[config.mk]
export PLATFORM = sky130hd
export DESIGN_NAME = pwm_chopper
export DESIGN_NICKNAME = d
export VERILOG_FILES = /design/src/rtl/chop_pkg.sv /design/src/rtl/chop_carrier.sv /design/src/rtl/chop_oneshot.sv /design/src/rtl/pwm_chopper.sv
export SDC_FILE = /design/constraint.sdc
export NUM_CORES = 1
export LEC_CHECK = 0
export ABC_AREA = 1
export BUFFER_PORTS_ARGS = -buffer_cell sky130_fd_sc_hd__clkbuf_2
export CAP_MARGIN = 20
export CORE_ASPECT_RATIO = 0.9
export CORE_MARGIN = 5
export CORE_UTILIZATION = 51
export CTS_CLUSTER_DIAMETER = 100
export DETAILED_ROUTE_END_ITERATION = 6
export GPL_TIMING_DRIVEN = 0
export PLACE_DENSITY = 0.74
export SLEW_MARGIN = 30
export SYNTH_ARGS = -nofsm -noshare
export SYNTH_HDL_FRONTEND = slang
export SYNTH_SLANG_ARGS = --single-unit
[constraint.sdc]
create_clock -name clk -period 1.35 [get_ports clk]
set_clock_uncertainty 0.2 [all_clocks]
set_input_delay 0.27 -clock clk [delete_from_list [all_inputs] [get_ports clk]]
set_output_delay 0.27 -clock clk [all_outputs]
set_load 0.02 [all_outputs]
[src/rtl/chop_pkg.sv]
package chop_pkg;

    localparam int FREQ_W   = 3;
    localparam int DUTY_W   = 3;
    localparam int WIDTH_W  = 4;
    localparam int BASE_DIV = 8;
    localparam int BASE_SH  = $clog2(BASE_DIV);
    localparam int CNT_W    = WIDTH_W + BASE_SH;
    localparam int STEPS    = 1 << DUTY_W;
    localparam int CHANNELS = 2;

    typedef logic [FREQ_W-1:0]  freq_t;
    typedef logic [DUTY_W-1:0]  duty_t;
    typedef logic [WIDTH_W-1:0] width_t;
    typedef logic [CNT_W-1:0]   cnt_t;

    typedef struct packed {
        logic   enable;
        freq_t  freq;
        duty_t  duty;
        width_t width;
    } chop_cfg_t;

    typedef struct packed {
        logic prev;
        cnt_t remain;
    } shot_state_t;

    // Reserved all-ones duty code maps to half duty.
    function automatic duty_t eff_duty(duty_t d);
        return (d == duty_t'(STEPS - 1)) ? duty_t'(STEPS / 2 - 1) : d;
    endfunction

    // Remaining count loaded on a rising edge: BASE_DIV*(w+1)-1.
    function automatic cnt_t shot_len(width_t w);
        return {w, {BASE_SH{1'b1}}};
    endfunction

endpackage

[src/rtl/chop_carrier.sv]
module chop_carrier
    import chop_pkg::*;
(
    input  logic  clk,
    input  logic  rst,
    input  freq_t freq,
    input  duty_t duty,
    output logic  carrier
);

    freq_t slot;
    duty_t step;

    always_ff @(posedge clk) begin
        if (rst) begin
            slot <= '0;
            step <= '0;
        end else if (slot >= freq) begin
            slot <= '0;
            step <= step + 1'b1;
        end else begin
            slot <= slot + 1'b1;
        end
    end

    assign carrier = (step <= eff_duty(duty));

endmodule

[src/rtl/chop_oneshot.sv]
module chop_oneshot
    import chop_pkg::*;
(
    input  logic   clk,
    input  logic   rst,
    input  logic   pwm,
    input  width_t width,
    output logic   pulse
);

    shot_state_t st;
    logic        rise;

    assign rise  = pwm & ~st.prev;
    assign pulse = rise | (st.remain != '0);

    always_ff @(posedge clk) begin
        if (rst) begin
            st <= '0;
        end else begin
            st.prev <= pwm;
            if (!pwm)
                st.remain <= '0;
            else if (rise)
                st.remain <= shot_len(width);
            else if (st.remain != '0)
                st.remain <= st.remain - 1'b1;
        end
    end

endmodule

[src/rtl/pwm_chopper.sv]
module pwm_chopper
    import chop_pkg::*;
(
    input  logic       clk,
    input  logic       rst,
    input  logic       chop_en,
    input  logic [2:0] car_freq,
    input  logic [2:0] car_duty,
    input  logic [3:0] os_width,
    input  logic       pwm_a,
    input  logic       pwm_b,
    output logic       out_a,
    output logic       out_b
);

    chop_cfg_t           cfg;
    logic [CHANNELS-1:0] pwm_in;
    logic [CHANNELS-1:0] shot;
    logic [CHANNELS-1:0] out_q;
    logic                carrier;

    assign cfg    = '{enable: chop_en, freq: car_freq, duty: car_duty, width: os_width};
    assign pwm_in = {pwm_b, pwm_a};

    chop_carrier u_carrier (
        .clk     (clk),
        .rst     (rst),
        .freq    (cfg.freq),
        .duty    (cfg.duty),
        .carrier (carrier)
    );

    for (genvar ch = 0; ch < CHANNELS; ch++) begin : g_chan
        logic q;

        chop_oneshot u_shot (
            .clk   (clk),
            .rst   (rst),
            .pwm   (pwm_in[ch]),
            .width (cfg.width),
            .pulse (shot[ch])
        );

        always_ff @(posedge clk) begin
            if (rst)
                q <= 1'b0;
            else if (cfg.enable)
                q <= pwm_in[ch] & (shot[ch] | carrier);
            else
                q <= pwm_in[ch];
        end

        assign out_q[ch] = q;
    end

    assign out_a = out_q[0];
    assign out_b = out_q[1];

endmodule

### Yosys cells after proc, flatten, opt, wreduce, memory -nomap -nowiden

Index checks and enable logic that the tools add are counted.

* memories: 0
* bits in read-only memories: 0
* latch bits: 0
* word-level logic and storage cells: 41
* flip-flop bits (word level): 24
* RAM bits: 0

* reduce and logical (&&, ||, !) cells: 7
* magnitude comparators: 2
* bitwise operators: 12
* eq/ne operators: 1
* muxes and demuxes: 7
* divide/modulo/power cells: 0
* shift-type cells: 0
* $add $sub $neg: 4
* multipliers: 0

Operators with widths (count)
* 2-to-1 mux 7 bit: 4
* nonzero test 7 bit: 2
* subtractor 7 x 1 -> 7 bit (second input constant): 2
* adder 3 x 1 -> 3 bit (second input constant): 2
* OR reduction 2 bit: 3
* bitwise AND 1 bit: 4
* inverter 1 bit: 4
* OR 1 bit: 4
* nonzero test 2 bit: 2
* == test 3 bit (second input constant): 1
* >= comparator 3 bit: 1
* less-or-equal comparator 3 bit: 1
* 2-to-1 mux 3 bit: 1
* 2-to-1 mux 1 bit: 2

### Longest topological paths before layout

Gate-level depths: netlist (run 1).

* word-level depth: 6
* mapped depth: 9
* mapped depth without buffers: 9

### Modules after synthesis

A second synthesis (run 1) with hierarchy kept.

* cell total of the unflattened synthesis: 215
* area total of the unflattened synthesis: 1517.7 um^2

Modules (own cells, without submodules)
* chop_oneshot: times used 2, cells an instance 76, area each 513.0 um^2
* chop_carrier: times used 1, cells an instance 48, area each 400.4 um^2
* pwm_chopper: times used 1, cells an instance 15, area each 91.3 um^2

### Worst setup path before layout (run 1)

Ideal clock, no wire load.

* kind: reg2reg
* from: register g_chan[1].u_shot.st[0] in the netlist's numbering
* to: register g_chan[1].u_shot.st[0] in the netlist's numbering
* period minus slack after synthesis: 1416 ps
* cell stages (with the launch flop): 10
* path slack: -66 ps
* data required time: 1034 ps
* path buffers: 0
* arrival time: 1101 ps
* cell sequence: dfxtp_1 > inv_1 > ha_1 > inv_1 > nor2_1 > nand3_2 > nor2_2 > inv_1 > nor2_1 > nor2_1

* longest elaborated chain between the ends: 3
* elaborated cells on any way between the ends: 5
* classes of those cells: add/sub (1); mux (2); reduce/logical (2)

Ends and longest elaborated chain
* from (decl): line chop_oneshot.sv:11 `shot_state_t st;`
* subtractor 7 x 1 -> 7 bit: line chop_oneshot.sv:27 `st.remain <= st.remain - 1'b1;`
* 2-to-1 mux 7 bit: line chop_oneshot.sv:26 `else if (st.remain != '0)`
* 2-to-1 mux 7 bit: line chop_oneshot.sv:24 `else if (rise)`

Parallel ways exist; a longest one is shown, timed or not. The select of a mux whose other input is x is not followed.
A chain may end at the register's enable or synchronous reset.

### Final worst setup path (run 1)

Ends and elaborated chain as after synthesis.

==> summary.txt, run 1 <==
core area - 0.00270 mm2
final setup margin - -0.112 ns
Chip Width - 65.3 um
Syn Area/Cell - 7.68 um2
Final setup viols - 16
1st-iter DRT viols - 83
min-delay worst type - primary input to register
grt ovf - 0
Final ANT Viol Nets - 0
Register Area - 503 um2
Syn-to-layout area delta - 42.6%
Worst-Skew Late Latency - 0.30 ns
Peak VDD IR - 0.849 mV
area share of the largest cell type after synthesis - 34.2%
post-placement cell area - 0.00154 mm2
cell with the most instances after synthesis - nand2_1
Tot GR Track Use - 19.3%
IO Pins - 17
H-tree depth - 1
via/cell ratio - 5.20
Post-synth EDFFs - 0
R2R Path Start - g_chan[1].u_shot.st[0]$_SDFFE_PP0N_
failing checks - negative setup slack
mapped cell area - 0.00141 mm2
critical path launch point type - register
ANT cells - 0
synth top area cells - dfxtp_1 (34%), ha_1 (11%), nand2_1 (11%)
std cell rows - 18
clk sink count - 24
Synth top cells by count - nand2_1 (40), dfxtp_1 (24), inv_1 (22)
Root Buffer - clkbuf_4
Cells after Synth - 183
Worst Max-Slew Pin Slew - 0.290 ns
CTS buffer count - 3
Design Area, Final - 0.00200 mm2
Hold Vio Cnt, Final - 0
Max-slew headroom - 80.7%
Crit Path Max Fanout - 5
IO Port Bufs - 16
CP required - 1.36 ns
initial core utilization - 52.0%
FF-to-FF End - g_chan[1].u_shot.st[0]$_SDFFE_PP0N_
Final Critical Period - 1.46 ns
DP HPWL - 2.26 mm
leakage - 0.919 nW
placed insts - 229
vias in the first global route - 1287
crit path DAT - 1.47 ns
status - finished with violations
GP Congestion - 0.849
Yosys cell types - 27
Max-Cap Viols - 0
syn nets - 210
Synthesis Warnings - 0
Die ar. - 0.00391 mm2
Avg WL per Cell - 14.5 um
part of the Yosys area used for sequential elements - 34.2%
RSZ-0062 raised after global routing - yes
R2R cell count - 9
Setup crit end - g_chan[1].u_shot.st[0]$_SDFFE_PP0N_
CP startpoint - g_chan[1].u_shot.st[0]$_SDFFE_PP0N_
Top FF cell, synth - dfxtp_1
Longest Clk Path Bufs - 2
via count - 1326
CP Capture Type - register
filler instances - 201
Slew Viols, Final - 0
DRC - 0
CTS tree - yes
area of the multi-input gates - 0.00105 mm2
final wirelength - 3.71 mm
Die Y - 59.8 um
first-pass GRT wire length - 5.84 mm
Setup CP Type - register to register
Fmax - 684 MHz
layout cell share with drive strength beyond 1 - 48.0%
post-synth top area cell - dfxtp_1
drt first pass iters - 6
Util after Layout - 74.1%
initial antenna violation count - 0
Non-Filler Instances - 255
FFs w/ async S/R, synth - 0%
setup slack, reg-to-reg - -0.11 ns
Reg clk slew, reported paths - 0.13 ns
pwr/cell area - 1120 mW/mm2
fin crit share - 108%
Total Nets Final - 253
FF+latch count, synth - 24
largest net degree at the start of global routing - 14
## layout by cell type (no fill, tap or decap), drive strengths merged
cell type / n
xnor2: 2
nor2: 28
ha: 12
inv: 26
nor3b: 1
o21ai: 8
nand3b: 1
dlygate4sd3: 3
dfxtp: 24
nor3: 1
nand3: 12
buf: 19
nand4: 2
a21oi: 14
o211ai: 1
a211oi: 1
or2: 1
nand2: 44
clkbuf: 21
o211a: 1
xor2: 3
## critical path: stages, from the launching register on
cell and delay, ns:
dfxtp_4 0.38, inv_4 0.08, ha_4 0.12, inv_2 0.04
nor2_4 0.10, nand3_4 0.11, nor2_4 0.16, inv_2 0.06
nor2_2 0.08, nor2_1 0.05
## layout make-up
type                       instances  area share (%)
multi-input combinational        132            52.5
clock buffer                       4            1.81
sequential                        24            25.1
tap                               30            1.87
inverter                          26            5.50
buffer                             1           0.187
timing repair buffer              38            13.0
## state kept, by name (all words and copies together), names as in the netlist
name	count
g_chan.u_shot.st	16
out_a	1
out_b	1
u_carrier.slot	3
u_carrier.step	3
## cell families after synthesis
group	after synthesis	synth area share [%]
AND/OR/NAND/NOR	90	34.9
adder cells (fa/ha/maj)	12	10.7
XOR/XNOR	5	3.12
buffers and inverters	27	7.21
flip-flops	24	34.2
AO/OA/AOI/OAI	25	9.88
## worst min-delay path by stage
stage / from / endpoint / slack (ns) / cells after the start
6_report: pwm_b / g_chan[1].u_shot.st[7]$_SDFF_PP0_ / 0.03 / 3
5_1_grt: pwm_b / g_chan[1].u_shot.st[7]$_SDFF_PP0_ / 0.03 / 3
4_1_cts: pwm_b / g_chan[1].u_shot.st[7]$_SDFF_PP0_ / 0.02 / 3
3_5_place_dp: u_carrier.slot[0]$_SDFF_PP0_ / u_carrier.slot[0]$_SDFF_PP0_ / 0.25 / 1
3_3_place_gp: u_carrier.slot[0]$_SDFF_PP0_ / u_carrier.slot[0]$_SDFF_PP0_ / 0.23 / 1
2_1_floorplan: rst / u_carrier.step[0]$_SDFFE_PP0P_ / 0.14 / 1
## stage by stage
step / hold WS (ns) / worst slack, ns / TNS, ns / total power [W]
final: 0.0330 / -0.112 / -0.904 / 0.00224
after global routing: 0.0339 / -0.169 / -1.72 / 0.00239
after CTS: 0.0192 / -0.130 / -0.745 / 0.00207
after floorplan: 0.139 / -0.0139 / -0.0139 / 0.00135
after detailed placement: 0.255 / -0.269 / -2.34 / 0.00150
after global placement: 0.230 / -0.206 / -1.46 / 0.00146
## timing repair
item | in CTS | in global routing
hold buffers | 3 | 0
pin swaps | 13 | 14
gates resized for setup | 36 | 32
buffers inserted | 15 | 4
hold endpoints to repair | 3 | 0
setup endpoints to repair | 22 | 22
## layer usage
metal,up-vias,track usage [%],wire [um]
li1,672,-,-
met1,613,22.7,1540
met2,35,35.2,1970
met3,6,4.51,141
met4,0,5.03,55
met5,-,0,0
## power breakdown
group / internal (W) / leakage (nW) / switching [W]
sequential: 0.000793 / 0.203 / 0.0000715
clock: 0.000164 / 0.0210 / 0.000206
combinational: 0.000454 / 0.695 / 0.000555
Power figures use the tool's default switching activity.
==> inputs of run 2 (changes only) <==
--- a/config.mk
+++ b/config.mk
@@ -10,11 +10,12 @@
 export CAP_MARGIN = 20
 export CORE_ASPECT_RATIO = 0.9
 export CORE_MARGIN = 5
-export CORE_UTILIZATION = 51
+export CORE_UTILIZATION = 54
+export CTS_BUF_LIST = sky130_fd_sc_hd__clkbuf_8
 export CTS_CLUSTER_DIAMETER = 100
 export DETAILED_ROUTE_END_ITERATION = 6
 export GPL_TIMING_DRIVEN = 0
-export PLACE_DENSITY = 0.74
+export PLACE_DENSITY = 0.78
 export SLEW_MARGIN = 30
 export SYNTH_ARGS = -nofsm -noshare
 export SYNTH_HDL_FRONTEND = slang
==> run 2 against run 1 <==
The flow still finishes with violations (negative setup slack). Sequential power is 0.7% higher. Clock power is 32% higher. Die area is 4.7% lower. Core utilization is 6.9 points higher. Largest cell class unchanged. Largest power group unchanged. Highest routed layer unchanged.
==> summary.txt, run 2 (synthesis results as in run 1) <==
layout cell share with drive strength beyond 1 - 50.0%
pre-CTS setup slack - -0.262 ns
Worst-Skew Late Latency - 0.27 ns
GP Congestion - 0.823
1st-iter DRT viols - 40
commonest non-fill, non-tap cell in the layout - nand2_1
combinational group share of total power - 43.0%
Crit Path Max Fanout - 3
Longest Clk Path Bufs - 2
CP startpoint - g_chan[1].u_shot.st[1]$_SDFFE_PP0N_
DRC - 0
Non-Filler Instances - 250
leakage - 0.917 nW
largest net degree at the start of global routing - 14
status - finished with violations
Fmax - 699 MHz
Die Y - 58.4 um
Pwr Total - 0.00239 W
Max-slew headroom - 81.6%
Largest regs - g_chan.u_shot.st x16, u_carrier.slot x3, u_carrier.step x3
Tot GR Track Use - 18.5%
post-placement cell area - 0.00154 mm2
via/cell ratio - 5.43
initial core utilization - 56.9%
setup slack, reg-to-reg - -0.08 ns
IO Port Bufs - 16
first-pass GRT wire length - 5.55 mm
failing checks - negative setup slack
Clock power frac - 20.5%
net switching power - 0.000875 W
P_int - 0.00151 W
critical path launch point type - register
CTS tree - yes
std cell rows - 17
Peak VDD IR - 1.13 mV
sequential power share - 36.4%
placed insts - 227
fin crit share - 106%
Sw Share - 36.7%
most frequent cells in the layout - nand2_1 (33), buf_4 (17), clkbuf_2 (16), inv_1 (14)
ANT cells - 0
Syn-to-layout area delta - 42.2%
Hold Vio Cnt, Final - 0
drt first pass iters - 4
filler instances - 159
Total Nets Final - 250
Max-Cap Viols - 0
min-delay worst type - primary input to register
Root Buffer - clkbuf_8
FF-to-FF End - g_chan[1].u_shot.st[4]$_SDFFE_PP0N_
Final Critical Period - 1.43 ns
final wirelength - 3.70 mm
Die ar. - 0.00372 mm2
Setup crit end - g_chan[1].u_shot.st[4]$_SDFFE_PP0N_
R2R Path Start - g_chan[1].u_shot.st[1]$_SDFFE_PP0N_
Avg WL per Cell - 14.8 um
crit path DAT - 1.44 ns
CP cell instances - inv_2, buf_4, ha_4, nand2_4, xor2_1, nand2_1, a21oi_2
DP HPWL - 2.22 mm
Final ANT Viol Nets - 0
CTS Hold Bufs - 0
core area - 0.00247 mm2
pwr/cell area - 1190 mW/mm2
CP max stage cell - dfxtp_2
Largest register FFs - 16
clk sink count - 24
RSZ-0062 raised after global routing - yes
vias in the first global route - 1314
Setup CP Type - register to register
Reg clk slew, reported paths - 0.08 ns
Chip Width - 63.8 um
CP Capture Type - register
Slew Viols, Final - 0
Worst Max-Slew Pin Slew - 0.276 ns
via count - 1358
slowest stage delay, CP - 0.35 ns
CP required - 1.36 ns
largest register by flop count - g_chan.u_shot.st
IO Pins - 17
R2R cell count - 7
H-tree depth - 1
Design Area, Final - 0.00200 mm2
Final setup viols - 12
final setup margin - -0.0801 ns
grt ovf - 0
CTS buffer count - 3
initial antenna violation count - 0
==> run 2: changes by cell type in the layout (fill, tap and decap cells not counted), sizes merged <==
cell and change:
dlygate4sd3 -3
==> run 2: metrics by stage <==
step | utilization, % | hold slack [ns] | TNS, ns
after floorplan | - | 0.139 | -0.0139
after global placement | 62.3 | 0.232 | -1.32
after detailed placement | 62.3 | 0.256 | -2.43
after CTS | 73.3 | 0.0470 | -0.665
after global routing | 81.0 | 0.0512 | -1.46
final | 81.0 | 0.0482 | -0.540
==> run 2: repair_timing <==
item	CTS	global route
pin swaps	17	18
buffers inserted	16	3
hold endpoints to repair	0	0
resized for setup	27	44
setup endpoints to repair	21	21
==> run 2: metal layers <==
metal / global-route usage, % / wire length [um] / up-vias
li1: - / - / 668
met5: 0 / 0 / -
met3: 4.20 / 143 / 10
met1: 18.5 / 1370 / 644
met4: 4.15 / 107 / 0
met2: 38.3 / 2080 / 36
==> run 2: final cells by class <==
| cell class | instances | area [um2] | area share (%) |
|---|---|---|---|
| inverters | 26 | 110 | 5.51 |
| flip-flops and latches | 24 | 499 | 25.0 |
| plain buffers | 1 | 3.75 | 0.188 |
| repair buffers | 35 | 230 | 11.5 |
| clock buffers | 4 | 55.1 | 2.76 |
| multi-input cells | 132 | 1060 | 53.3 |
| well taps | 28 | 35.0 | 1.75 |
==> run 2: worst min-delay path by stage <==
stage	startpoint	endpoint	slack [ns]	cells after the start
2_1_floorplan	rst	u_carrier.step[0]$_SDFFE_PP0P_	0.14	1
3_3_place_gp	u_carrier.slot[0]$_SDFF_PP0_	u_carrier.slot[0]$_SDFF_PP0_	0.23	1
3_5_place_dp	u_carrier.slot[0]$_SDFF_PP0_	u_carrier.slot[0]$_SDFF_PP0_	0.26	1
4_1_cts	os_width[1]	g_chan[1].u_shot.st[4]$_SDFFE_PP0N_	0.05	3
5_1_grt	os_width[2]	g_chan[1].u_shot.st[5]$_SDFFE_PP0N_	0.05	3
6_report	os_width[2]	g_chan[1].u_shot.st[5]$_SDFFE_PP0N_	0.05	3
==> run 2: power groups by stage <==
stage	sequential (W)	combinational, W	clock [W]
floorplan	0.000862	0.000492	0
global placement	0.000862	0.000597	0
detailed placement	0.000867	0.000632	0
CTS	0.000850	0.000777	0.000488
global route	0.000879	0.00113	0.000522
finish	0.000870	0.00103	0.000489
==> run 2: worst max-delay path: cells and delay by family, from the launching register on <==
family	cells	cell delay [ns]
DFF	1	0.35
buffers and inverters	2	0.19
adders and majority gates	1	0.17
xor gates and xnor gates	1	0.17
and+or+nand+nor	2	0.17
AOI/OAI and AO/OA	1	0.13
